## config.mk

```make
export PLATFORM = sky130hd
export DESIGN_NAME = exti_sense_unit
export DESIGN_NICKNAME = d
export VERILOG_FILES = /design/src/rtl/exti_pkg.sv /design/src/rtl/exti_pin_combine.sv /design/src/rtl/exti_sync.sv /design/src/rtl/exti_edge_sense.sv /design/src/rtl/exti_req_latch.sv /design/src/rtl/exti_sense_unit.sv
export SDC_FILE = /design/constraint.sdc
export NUM_CORES = 1
export LEC_CHECK = 0
export BUFFER_PORTS_ARGS = -buffer_cell sky130_fd_sc_hd__clkbuf_2
export CAP_MARGIN = 10
export CORE_AREA = 2 2 39 41
export CTS_CLUSTER_SIZE = 30
export DETAILED_ROUTE_END_ITERATION = 10
export DIE_AREA = 0 0 41 43
export GPL_ROUTABILITY_DRIVEN = 0
export HOLD_SLACK_MARGIN = 0.12
export RECOVER_POWER = 100
export SLEW_MARGIN = 20
export SYNTH_ARGS = -nofsm -noshare
export SYNTH_HDL_FRONTEND = slang
export SYNTH_SLANG_ARGS = --single-unit
```

## constraint.sdc

```tcl
create_clock -name clk -period 1.6 [get_ports clk]
set_clock_uncertainty 0.15 [all_clocks]
set_input_delay 0.32 -clock clk [delete_from_list [all_inputs] [get_ports clk]]
set_output_delay 0.32 -clock clk [all_outputs]
set_load 0.05 [all_outputs]
```

## src/rtl/exti_pkg.sv

```systemverilog
// Package: shared sensitivity-mode type for the external interrupt unit.
package exti_pkg;

    typedef enum logic [1:0] {
        SENSE_LOW_FALL = 2'b00,
        SENSE_RISE     = 2'b01,
        SENSE_FALL     = 2'b10,
        SENSE_BOTH     = 2'b11
    } sense_e;

endpackage

```

## src/rtl/exti_pin_combine.sv

```systemverilog
// Module: exti_pin_combine
// Builds the combined source line. A pin takes part only when it is enabled
// as an interrupt source and not configured as an output. A pin that does not
// take part reads as 1, so it cannot pull the AND low.
// Assumes: purely combinational; the pin levels may be asynchronous.
module exti_pin_combine #(
    parameter int NUM_PINS = 4
) (
    input  logic [NUM_PINS-1:0] pin_lvl,
    input  logic [NUM_PINS-1:0] pin_int_en,
    input  logic [NUM_PINS-1:0] pin_is_out,
    output logic                comb_raw
);

    logic [NUM_PINS-1:0] term;

    // Per-pin term: the pin level when the pin takes part, else a neutral 1.
    for (genvar g = 0; g < NUM_PINS; g++) begin : g_term
        assign term[g] = (pin_int_en[g] & ~pin_is_out[g]) ? pin_lvl[g] : 1'b1;
    end

    // AND of all terms.
    assign comb_raw = &term;

endmodule

```

## src/rtl/exti_sync.sv

```systemverilog
// Module: exti_sync
// A chain of SYNC_STAGES flops that brings the combined line into the clock
// domain. It resets to 1, the idle level, so that no false falling edge
// appears after reset.
// Assumes: SYNC_STAGES >= 2.
module exti_sync #(
    parameter int SYNC_STAGES = 2
) (
    input  logic clk,
    input  logic rst_n,
    input  logic d_async,
    output logic q_sync
);

    localparam int LAST = SYNC_STAGES - 1;

    logic [SYNC_STAGES-1:0] chain;

    for (genvar g = 0; g < SYNC_STAGES; g++) begin : g_stage
        if (g == 0) begin : g_first
            // First stage: sample the asynchronous input.
            always_ff @(posedge clk) begin
                if (!rst_n) chain[0] <= 1'b1;
                else        chain[0] <= d_async;
            end
        end else begin : g_next
            // Later stages: settle the value of the previous stage.
            always_ff @(posedge clk) begin
                if (!rst_n) chain[g] <= 1'b1;
                else        chain[g] <= chain[g-1];
            end
        end
    end

    assign q_sync = chain[LAST];

endmodule

```

## src/rtl/exti_edge_sense.sv

```systemverilog
// Module: exti_edge_sense
// Judges the synchronised combined line against the selected sensitivity. It
// gives a one-cycle edge hit and a level term. It also flags a change of the
// sensitivity code, and it suppresses edge hits in the cycle of that change.
// Assumes: comb_s is already synchronous to clk.
module exti_edge_sense
    import exti_pkg::*;
(
    input  logic       clk,
    input  logic       rst_n,
    input  logic       comb_s,
    input  logic [1:0] pol_code,
    output logic       edge_hit,
    output logic       level_req,
    output logic       pol_chg
);

    logic   comb_q;
    logic   fall;
    logic   rise;
    logic   hit;
    sense_e mode;
    logic [1:0] pol_q;

    // Keep the last line value and the last sensitivity code.
    always_ff @(posedge clk) begin
        if (!rst_n) begin
            comb_q <= 1'b1;
            pol_q  <= 2'b00;
        end else begin
            comb_q <= comb_s;
            pol_q  <= pol_code;
        end
    end

    // Pick the edges that the current code selects.
    always_comb begin
        mode = sense_e'(pol_code);
        fall = comb_q & ~comb_s;
        rise = ~comb_q & comb_s;
        case (mode)
            SENSE_LOW_FALL: hit = fall;
            SENSE_FALL:     hit = fall;
            SENSE_RISE:     hit = rise;
            SENSE_BOTH:     hit = fall | rise;
            default:        hit = 1'b0;
        endcase
    end

    assign pol_chg   = (pol_code != pol_q);
    assign edge_hit  = hit & ~pol_chg;
    assign level_req = (mode == SENSE_LOW_FALL) & ~comb_s;

endmodule

```

## src/rtl/exti_req_latch.sv

```systemverilog
// Module: exti_req_latch
// Holds a detected edge until it is serviced. A code change clears it first.
// A new edge comes next and wins over a simultaneous acknowledge.
// Assumes: all inputs synchronous to clk.
module exti_req_latch (
    input  logic clk,
    input  logic rst_n,
    input  logic edge_hit,
    input  logic pol_chg,
    input  logic isr_ack,
    output logic lat_q
);

    // Pending latch update, in priority order.
    always_ff @(posedge clk) begin
        if (!rst_n)        lat_q <= 1'b0;
        else if (pol_chg)  lat_q <= 1'b0;
        else if (edge_hit) lat_q <= 1'b1;
        else if (isr_ack)  lat_q <= 1'b0;
    end

endmodule

```

## src/rtl/exti_sense_unit.sv

```systemverilog
// Module: exti_sense_unit (top)
// Request builder for one external interrupt vector. The flow is:
// pin combiner -> synchroniser -> sensitivity stage -> pending latch.
// The output is masked by the global interrupt mask.
// Assumes: one clock domain; the pin levels may be asynchronous.
module exti_sense_unit #(
    parameter int NUM_PINS    = 4,
    parameter int SYNC_STAGES = 2
) (
    input  logic                clk,
    input  logic                rst_n,
    input  logic [NUM_PINS-1:0] pin_lvl,
    input  logic [NUM_PINS-1:0] pin_int_en,
    input  logic [NUM_PINS-1:0] pin_is_out,
    input  logic [1:0]          pol_code,
    input  logic                glob_mask,
    input  logic                isr_ack,
    output logic                pend_flag,
    output logic                core_req
);

    logic comb_raw;
    logic comb_s;
    logic edge_hit;
    logic level_req;
    logic pol_chg;
    logic lat_q;

    exti_pin_combine #(.NUM_PINS(NUM_PINS)) comb_i (
        .pin_lvl    (pin_lvl),
        .pin_int_en (pin_int_en),
        .pin_is_out (pin_is_out),
        .comb_raw   (comb_raw)
    );

    exti_sync #(.SYNC_STAGES(SYNC_STAGES)) sync_i (
        .clk     (clk),
        .rst_n   (rst_n),
        .d_async (comb_raw),
        .q_sync  (comb_s)
    );

    exti_edge_sense sense_i (
        .clk       (clk),
        .rst_n     (rst_n),
        .comb_s    (comb_s),
        .pol_code  (pol_code),
        .edge_hit  (edge_hit),
        .level_req (level_req),
        .pol_chg   (pol_chg)
    );

    exti_req_latch latch_i (
        .clk      (clk),
        .rst_n    (rst_n),
        .edge_hit (edge_hit),
        .pol_chg  (pol_chg),
        .isr_ack  (isr_ack),
        .lat_q    (lat_q)
    );

    // Pending = latched edge or active low level; the core sees it unmasked only.
    assign pend_flag = lat_q | level_req;
    assign core_req  = pend_flag & ~glob_mask;

endmodule

```

Word level (Yosys, flattened, before mapping) --
Index checks and enable logic that the tools add are counted.
Word-level totals: input bits 18, word-level logic and storage cells 41, output and inout bits 2, register bits after elaboration 6
Operators by class: mux-type cells 7, bitwise gates (word level) 20, reductions and logical operators 5, equality and inequality tests 4
Operators by type and width (count):
- $and 1x1->1 | 9
- $not 1->1 | 9
- $mux 1 | 6
- $eq 2x2->1 const B | 2
- $reduce_and 4->1 | 1
- $reduce_or 2->1 | 2
- $pmux 1 s3 | 1
- $eq 2x1->1 const B | 1
- $logic_not 2->1 | 1
- $ne 2x2->1 | 1
- $or 1x1->1 | 2
- $reduce_bool 2->1 | 1

Longest topological paths before layout --
Gate-level depths: netlist of the first run.
depth in word-level cells 6, depth in mapped cells 5, mapped depth without buffers 5

Hierarchy --
A second synthesis of the first run with hierarchy kept.
Second synthesis, totals: cells, all modules 34, area total of the unflattened synthesis 311.5 µm²
By module, submodules not included:
- exti_edge_sense | instances 1, area an instance 162.7 µm², cells an instance 18
- exti_sync | instances 1, area an instance 52.6 µm², cells an instance 4
- exti_pin_combine | instances 1, area an instance 40.0 µm², cells an instance 6
- exti_req_latch | instances 1, area an instance 40.0 µm², cells an instance 4
- exti_sense_unit | instances 1, area an instance 16.3 µm², cells an instance 2

Least setup slack after synthesis of the first run --
OpenSTA, ideal clock, no wires.
path type register to output, from register sync_i.chain[1] (netlist: sync_i.q_sync), to output core_req, buffers on the path 0, data arrival time 1297 ps, stages on the path, launching flop included 4, setup slack -167 ps, cells stage by stage dfxtp_1 > nor3_1 > or2_1 > nor2b_4
On the way: cells in the longest elaborated chain, start to end 4
Ends and longest elaborated chain:
- start: declaration | RTL line exti_sync.sv:17 | logic [SYNC_STAGES-1:0] chain;
- start signal: indexed assignment | RTL line exti_sync.sv:30 | else chain[g] <= chain[g-1];
- $not 1->1 | RTL line exti_edge_sense.sv:52 | assign level_req = (mode == SENSE_LOW_FALL) & ~comb_s;
- $and 1x1->1 | RTL line exti_edge_sense.sv:52
- $or 1x1->1 | RTL line exti_sense_unit.sv:63 | assign pend_flag = lat_q | level_req;
- net pend_flag | RTL line exti_sense_unit.sv:18 | output logic pend_flag,
- $and 1x1->1 | RTL line exti_sense_unit.sv:64 | assign core_req = pend_flag & ~glob_mask;
- end: declaration | RTL line exti_sense_unit.sv:19 | output logic core_req
The timed path passes the listed nets, and every way through them passes these cells.

Worst setup path in the final report of the first run --
from register sync_i.chain[1] (netlist: sync_i.q_sync), to output core_req
On the way: cells in the longest elaborated chain, start to end 4
Ends and longest elaborated chain (RTL line):
- $not 1->1 | exti_edge_sense.sv:52
- $and 1x1->1 | exti_edge_sense.sv:52
- $or 1x1->1 | exti_sense_unit.sv:63
- $and 1x1->1 | exti_sense_unit.sv:64
Every way passes these cells.

==> results of run 1 <==
stage by stage:
| step | worst slack, ns | instances | instance area [sq um] | total power [uW] | util |
|---|---|---|---|---|---|
| 3_3_place_gp | -0.0256 | 68 | 430 | 225 | 0.311 |
| 6_report | 0.0252 | 73 | 487 | 367 | 0.352 |
| 4_1_cts | -0.0190 | 72 | 475 | 373 | 0.344 |
| 3_5_place_dp | 0.00748 | 68 | 430 | 227 | 0.311 |
| 5_1_grt | -0.00791 | 73 | 487 | 390 | 0.352 |
| 2_1_floorplan | 0.0677 | 31 | 300 | 193 | - |
worst max-delay path, cell delays in order, from the launching register on:
cell,delay [ns]
dfxtp_2,0.34
nor3_4,0.04
or2_4,0.22
nor2b_4,0.13
buf_8,0.14
worst max path at each step:
stage                  start        to  slack [ns]  depth (start not counted)
6_report       sync_i.q_sync  core_req        0.03                          4
3_5_place_dp     pol_code[0]  core_req       0.007                          5
5_1_grt        sync_i.q_sync  core_req      -0.008                          4
2_1_floorplan  sync_i.q_sync  core_req        0.07                          3
4_1_cts        sync_i.q_sync  core_req       -0.02                          4
3_3_place_gp     pol_code[0]  core_req       -0.03                          5
kinds of logic (layout without fill, tap and decap cells):
logic type               count (synthesis)  after routing  share of synthesized area
adder cells (fa/ha/maj)                  2              2                     0.0840
AND/OR/NAND/NOR                         15             15                      0.315
AO/OA/AOI/OAI                            4              4                      0.113
XOR/XNOR                                 2              2                     0.0588
buffers and inverters                    2             28                     0.0252
flip-flops                               6              6                      0.403
synthesized netlist by cell type:
library cell	count
nor2_1	3
and2_2	1
nand2_1	1
o31ai_1	1
inv_1	2
nor3b_1	2
ha_1	2
a22o_1	1
and2_1	1
nor2b_4	1
xnor2_1	2
nor2b_1	1
nand2b_1	3
or2_1	1
o2111a_1	1
a31oi_1	1
dfxtp_1	6
nor3_1	1
routing by layer:
layer  track usage  vias to the layer above  routed length, microns
li1              -                      157                       -
met1        0.0806                      123                     243
met2         0.144                       17                     342
met3        0.0366                        0                      66
met4        0.0600                        0                       0
met5             0                        -                       0
layout make-up:
type | instances | area (sq um) | share of cell area
repair buffers | 23 | 131 | 0.270
flip-flops and latches | 6 | 121 | 0.249
inverters | 2 | 7.51 | 0.0154
well taps | 16 | 20.0 | 0.0411
multi-input cells | 23 | 184 | 0.378
clock buffers | 3 | 22.5 | 0.0463
repair_timing:
action                                  CTS  global route
hold buffers                              0             0
gates resized for setup                   4             3
endpoints found under the setup margin    2             2
buffers inserted                          1             1
pin swaps                                 2             2
endpoints found under the hold margin     0             0
power by group through the flow:
stage / combinational (uW) / clock (uW) / sequential (uW)
floorplan: 30.6 / 0 / 163
global placement: 62.0 / 0 / 163
detailed placement: 63.1 / 0 / 164
CTS: 67.2 / 144 / 161
global route: 76.0 / 152 / 162
finish: 69.1 / 137 / 161
sequential cells by signal, indices dropped and copies added, names as in the netlist:
signal,flops
sync_i.chain,1
sense_i.pol_q,2
sense_i.comb_q,1
latch_i.lat_q,1
sync_i.q_sync,1
==> reports/results.ini, run 1 <==
[clock_network]
cts_max_path_buffers = 2
cts-root-buf = clkbuf_4
clk_pin_slew_ns = 0.04
clk_latency_ns = 0.24
cts_tree = yes
clkSinkCount = 6
cts_htree_levels = 1
cts_made_buffers = 3

[die]
initial_core_util = 0.215
dieArea_sq_mm = 0.00176
num_io_pins = 20
die_h_microns = 43
fp.dieW_microns = 41
design.core.area_sq_mm = 0.00138
std_cell_rows = 14

[timing]
rsz0062_at_grt = true
final-hold-violation-count = 0
min_period_over_period = 0.984
timing.hold.ws_ns = 0.176
fin_crit_ns = 1.57
finalSetupViolCount = 0
slew_headroom = 0.833
tns_ns = 0
drv_slew = 0
clock.fmax_mhz = 635
worst_slew_pin_slew_ns = 0.252

[critical_path]
ff2ff_setup_slack_ns = 0.09
cp_max_fo = 2
path_class = flip-flop to primary output
crit_path_start_kind = flip-flop
reg2reg_to = latch_i.lat_q
reg2reg_from = sync_i.q_sync
worstPathArrival_ns = 1.10
r2r_cells = 7
crit_path_end_kind = primary output
worst_ep_required_time_ns = 1.13

[power_and_ir_drop]
p_comb_frac = 0.188
power.leakage_uw = 0.000246
p_int_uw = 282
ir_drop_mv = 0.295
power_switching_uw = 85.7
sw_frac_of_total = 0.233
clkPwrFrac = 0.373
pwr-share-seq = 0.439
power_density_mw_per_mm2 = 754

[route]
dr.pass1.iters = 2
avgViaCountPerCell = 4.07
drt_iter0_drc = 3
final_antenna_net_count = 0
vias = 297
drc = 0
wl_per_cell_microns = 8.92
drt_wl_total_microns = 651

[yosys]
syn_area_sq_um = 298
ys_ff_latch = 6
synth_area_leaders = dfxtp_1 40%, ha_1 8.4%, nand2b_1 6.3%
syn-num-nets = 51
syn_inst = 31
ys_types = 18
synth_top_area_cell = dfxtp_1
yosysWarnings = 0
ys_seq_area_frac = 0.403
postSynthAreaPerCell_sq_um = 9.61
synth_top_area_frac = 0.403

[grt]
grt_usage = 0.0874
grt_overflow = 0
grt_pass1_wl_microns = 986
grt_max_degree = 7
antenna_found_initial = 0
first_global_vias = 275

[finish]
antennaDiodeCount = 0
layout_commonest_cell = clkbuf_2
mostFrequentLayoutCells = 17 x clkbuf_2, 5 x dfxtp_1
fin_nets = 79
area_growth_pct = 63.4
drive_gt1_frac = 0.526
nFillCells = 141

[status]
status = complete, no violations

[hold_path]
hold_depth = 2
min_path_type = input port to flip-flop
min_from = rst_n
hold_end = sense_i.comb_q

[placed_design]
port-buffer-count = 19

[run]
maxCapViolCount = 0

No activity file was read; power rests on OpenSTA's default activity.
==> run 2: changes to the inputs <==
--- a/config.mk
+++ b/config.mk
@@ -6,8 +6,8 @@
 export NUM_CORES = 1
 export LEC_CHECK = 0
 export BUFFER_PORTS_ARGS = -buffer_cell sky130_fd_sc_hd__clkbuf_2
-export CAP_MARGIN = 10
 export CORE_AREA = 2 2 39 41
+export CTS_BUF_LIST = sky130_fd_sc_hd__clkbuf_16
 export CTS_CLUSTER_SIZE = 30
 export DETAILED_ROUTE_END_ITERATION = 10
 export DIE_AREA = 0 0 41 43
==> run 2 against run 1 <==
- final cell count decreased by 1.4%
- sequential share of layout area decreased by 1.5 points
- first-iteration DRC count unchanged
- hold slack improved by 0.011 ns
- design area increased by 6.4%
- clock-buffer cell count unchanged
- die area unchanged
- utilization increased by 2.3 points
- non-clock buffer count decreased by 1
- routed wire length decreased by 3.4%
- register-to-register slack improved by 0.04 ns
- setup slack improved by 0.0073 ns
- critical endpoint unchanged
- largest cell class unchanged
==> reports/results.ini, run 2 (synthesis results as in run 1) <==
[critical_path]
crit_path_end_kind = primary output
crit_path_start_kind = flip-flop
path_depth = 4
worstSetupStartpoint = sync_i.q_sync
path_cells = nor3_2 > or2_4 > nor2b_4 > buf_8
slowest_delay_ns = 0.33
critPathBufInv = 1
worstPathArrival_ns = 1.10
path_class = flip-flop to primary output
reg2reg_from = sync_i.q_sync
worst_ep_required_time_ns = 1.13
r2r_cells = 6
ff2ff_setup_slack_ns = 0.13
crit_slowest_cell = dfxtp_2
cp_top_family = simple AND/OR/NAND/NOR gates
cp_max_fo = 2
timing.critical_path.to = core_req
reg2reg_to = latch_i.lat_q

[die]
dieArea_sq_mm = 0.00176
num_io_pins = 20
fp.dieW_microns = 41
std_cell_rows = 14
initial_core_util = 0.215
design.core.area_sq_mm = 0.00138
die_h_microns = 43

[power_and_ir_drop]
ir_drop_mv = 0.647
power.leakage_uw = 0.000255
power_density_mw_per_mm2 = 1210

[clock_network]
cts_tree = yes
cts-root-buf = clkbuf_16
cts_hold_buffers = 0
cts_made_buffers = 3
clkSinkCount = 6
clk_latency_ns = 0.23
cts_htree_levels = 1
cts_max_path_buffers = 2
clk_pin_slew_ns = 0.03

[grt]
first_global_vias = 260
grt_pass1_wl_microns = 938
grt_max_degree = 7
grt_usage = 0.0915
grt_overflow = 0
antenna_found_initial = 0

[route]
wl_per_cell_microns = 8.74
drt_wl_total_microns = 629
drc = 0
vias = 291
dr.pass1.iters = 4
avgViaCountPerCell = 4.04
final_antenna_net_count = 0
drt_iter0_drc = 3

[timing]
rsz0062_at_grt = false
worst_slack_ns = 0.0325
final-hold-violation-count = 0
worst_slew_pin_slew_ns = 0.280
fin_crit_ns = 1.57
min_period_over_period = 0.980
finalSetupViolCount = 0
clock.fmax_mhz = 638
slew_headroom = 0.814
drv_slew = 0

[hold_path]
min_path_type = input port to flip-flop

[placed_design]
dp_cells = 68
port-buffer-count = 19
dp_slack_ns = 0.00748

[finish]
stdcell_count = 72
regArea_sq_um = 121
fin_nets = 78
largest_register_ffs = 2
antennaDiodeCount = 0
nFillCells = 135
area_growth_pct = 73.9
mostFrequentLayoutCells = 18 x clkbuf_2, 5 x dfxtp_1
largest-register = sense_i.pol_q
drive_gt1_frac = 0.482
layout_commonest_cell = clkbuf_2
multiInputGateArea_sq_um = 178

[status]
status = complete, no violations

[run]
maxCapViolCount = 0

[run 2: worst min-delay path by stage]
| stage | depth (start not counted) | from | slack (ns) | end |
|---|---|---|---|---|
| floorplan | 1 | sync_i.chain[0] | 0.24 | sync_i.q_sync |
| global placement | 1 | sync_i.chain[0] | 0.24 | sync_i.q_sync |
| detailed placement | 1 | sync_i.chain[0] | 0.25 | sync_i.q_sync |
| CTS | 2 | rst_n | 0.19 | sense_i.comb_q |
| global route | 2 | rst_n | 0.20 | sync_i.chain[0] |
| finish | 2 | rst_n | 0.19 | sense_i.comb_q |
[run 2: area by class of cell]
type                            count  area share
Tap cell                           16      0.0386
Timing Repair Buffer               22       0.225
Multi-Input combinational cell     23       0.343
Inverter                            2      0.0145
Sequential cell                     6       0.234
Clock buffer                        3       0.145
[run 2: timing repair]
| action | CTS | global route |
|---|---|---|
| gates resized for setup | 4 | 1 |
| endpoints found under the setup margin | 2 | 1 |
| buffers inserted | 1 | 0 |
| pin swaps | 2 | 0 |
[run 2: power breakdown]
part | internal (uW) | switching, uW | total, uW
Combinational | 35.4 | 28.0 | 63.4
Sequential | 158 | 3.52 | 162
Clock | 320 | 79.2 | 399
[run 2: metal layers]
layer,up-vias,global-route usage,part of all wire
li1,155,-,-
met1,115,0.0742,0.40
met2,19,0.125,0.46
met3,2,0.0366,0.11
met4,0,0.140,0.027
met5,-,0,0
[run 2: through the flow]
step	setup TNS, ns	area [sq um]	hold WS, ns	util	power (uW)
floorplan	0	300	0.236	-	193
global placement	-0.0256	430	0.240	0.311	225
detailed placement	0	430	0.251	0.311	227
CTS	0	528	0.186	0.382	639
global route	0	518	0.197	0.374	648
finish	0	518	0.187	0.374	625
==> run 3: changes to the inputs <==
--- a/config.mk
+++ b/config.mk
@@ -13,7 +13,7 @@
 export DIE_AREA = 0 0 41 43
 export GPL_ROUTABILITY_DRIVEN = 0
 export HOLD_SLACK_MARGIN = 0.12
-export RECOVER_POWER = 100
+export RECOVER_POWER = 50
 export SLEW_MARGIN = 20
 export SYNTH_ARGS = -nofsm -noshare
 export SYNTH_HDL_FRONTEND = slang
==> run 3 against run 2 <==
- first-iteration DRC count did not move
- largest cell class unchanged
- clock power is essentially flat
- highest routed layer unchanged
- die area is the same
==> reports/results.ini, run 3 (synthesis results as in run 1) <==
[status]
status = complete, no violations

[route]
wl_per_cell_microns = 8.78
dr.pass1.iters = 4
drt_wl_total_microns = 632
avgViaCountPerCell = 4.04
vias = 291
drc = 0
final_antenna_net_count = 0
drt_iter0_drc = 3

[power_and_ir_drop]
power_switching_uw = 111
power_density_mw_per_mm2 = 1200
sw_frac_of_total = 0.177
p_total_uw = 626
power.leakage_uw = 0.000258
p_comb_frac = 0.103
ir_drop_mv = 0.647
pwr-share-seq = 0.259
clkPwrFrac = 0.638
p_int_uw = 515

[clock_network]
clk_pin_slew_ns = 0.03
cts_made_buffers = 3
cts_max_path_buffers = 2
clk_latency_ns = 0.23
cts_htree_levels = 1
clkSinkCount = 6
cts_tree = yes
cts-root-buf = clkbuf_16

[finish]
largest_register_ffs = 2
fin_area_sq_um = 522
drive_gt1_frac = 0.500
nFillCells = 133
mostFrequentLayoutCells = 18 x clkbuf_2, 5 x dfxtp_1, 3 x nand2b_1, 3 x nor2_1, 3 x clkbuf_16
largest-register = sense_i.pol_q
final_util = 0.377
stdcell_count = 72
fin_nets = 78
layout_commonest_cell = clkbuf_2
antennaDiodeCount = 0
area_growth_pct = 75.2

[critical_path]
ff2ff_setup_slack_ns = 0.16
crit_path_end_kind = primary output
crit_path_start_kind = flip-flop
reg2reg_from = sync_i.q_sync
cp_max_fo = 2
path_class = flip-flop to primary output
r2r_cells = 6
worst_ep_required_time_ns = 1.13
reg2reg_to = latch_i.lat_q
worstPathArrival_ns = 1.10

[grt]
grt_pass1_wl_microns = 938
grt_overflow = 0
first_global_vias = 260
grt_max_degree = 7
grt_usage = 0.0915
antenna_found_initial = 0

[die]
initial_core_util = 0.215
design.core.area_sq_mm = 0.00138
std_cell_rows = 14
num_io_pins = 20
dieArea_sq_mm = 0.00176
die_h_microns = 43
fp.dieW_microns = 41

[run]
maxCapViolCount = 0

[hold_path]
min_from = rst_n
hold_end = sense_i.comb_q
min_path_type = input port to flip-flop
hold_depth = 2

[timing]
fin_crit_ns = 1.57
min_period_over_period = 0.981
slew_headroom = 0.814
clock.fmax_mhz = 637
drv_slew = 0
worst_slew_pin_slew_ns = 0.280
final-hold-violation-count = 0
rsz0062_at_grt = false
finalSetupViolCount = 0
timing.hold.ws_ns = 0.186

[placed_design]
port-buffer-count = 19
dp_cells = 68
dpl-instance-area_sq_um = 430

-- run 3: final cells by class --
class / count / area [sq um] / share of cell area
Clock buffer: 3 / 75.1 / 0.144
Inverter: 2 / 7.51 / 0.0144
Multi-Input combinational cell: 23 / 178 / 0.341
Sequential cell: 6 / 121 / 0.233
Tap cell: 16 / 20.0 / 0.0384
Timing Repair Buffer: 22 / 120 / 0.230
-- run 3: power groups by stage --
stage                     logic (uW)  clock network [uW]  registers, uW
after floorplan                 30.6                   0            163
after global placement          62.0                   0            163
after detailed placement        63.1                   0            164
after CTS                       67.1                 410            162
after global routing            71.0                 416            163
final                           64.4                 399            162
-- run 3: worst max path at each step --
stage / from / to / slack (ns) / cells past startpoint
6_report: sync_i.q_sync / core_req / 0.03 / 4
5_1_grt: sync_i.q_sync / core_req / 0.009 / 4
2_1_floorplan: sync_i.q_sync / core_req / 0.07 / 3
4_1_cts: sync_i.q_sync / core_req / 0.0007 / 4
3_5_place_dp: pol_code[0] / core_req / 0.007 / 5
3_3_place_gp: pol_code[0] / core_req / -0.03 / 5
-- run 3: critical path, cell delays in order (launching register included) --
cell and delay [ns]:
dfxtp_2 0.33, nor3_2 0.04, or2_4 0.24, nor2b_4 0.13, buf_8 0.14
-- run 3: metrics by stage --
stage	setup WS, ns	TNS [ns]
3_5_place_dp	0.00748	0
2_1_floorplan	0.0677	0
3_3_place_gp	-0.0256	-0.0256
6_report	0.0310	0
5_1_grt	0.00908	0
4_1_cts	0.000666	0
-- run 3: repair_timing --
action | CTS | global route
cloned | 0 | 0
hold endpoints to repair | 0 | 0
setup buffers | 1 | 0
setup endpoints to repair | 2 | 1
gates resized for setup | 4 | 1
hold buffers | 0 | 0
pin swaps | 2 | 0
-- run 3: metal layers --
metal,track usage,vias to the layer above,part of all wire
met4,0.140,0,0.027
met1,0.0742,115,0.40
met5,0,-,0
li1,-,155,-
met3,0.0366,2,0.11
met2,0.125,19,0.45
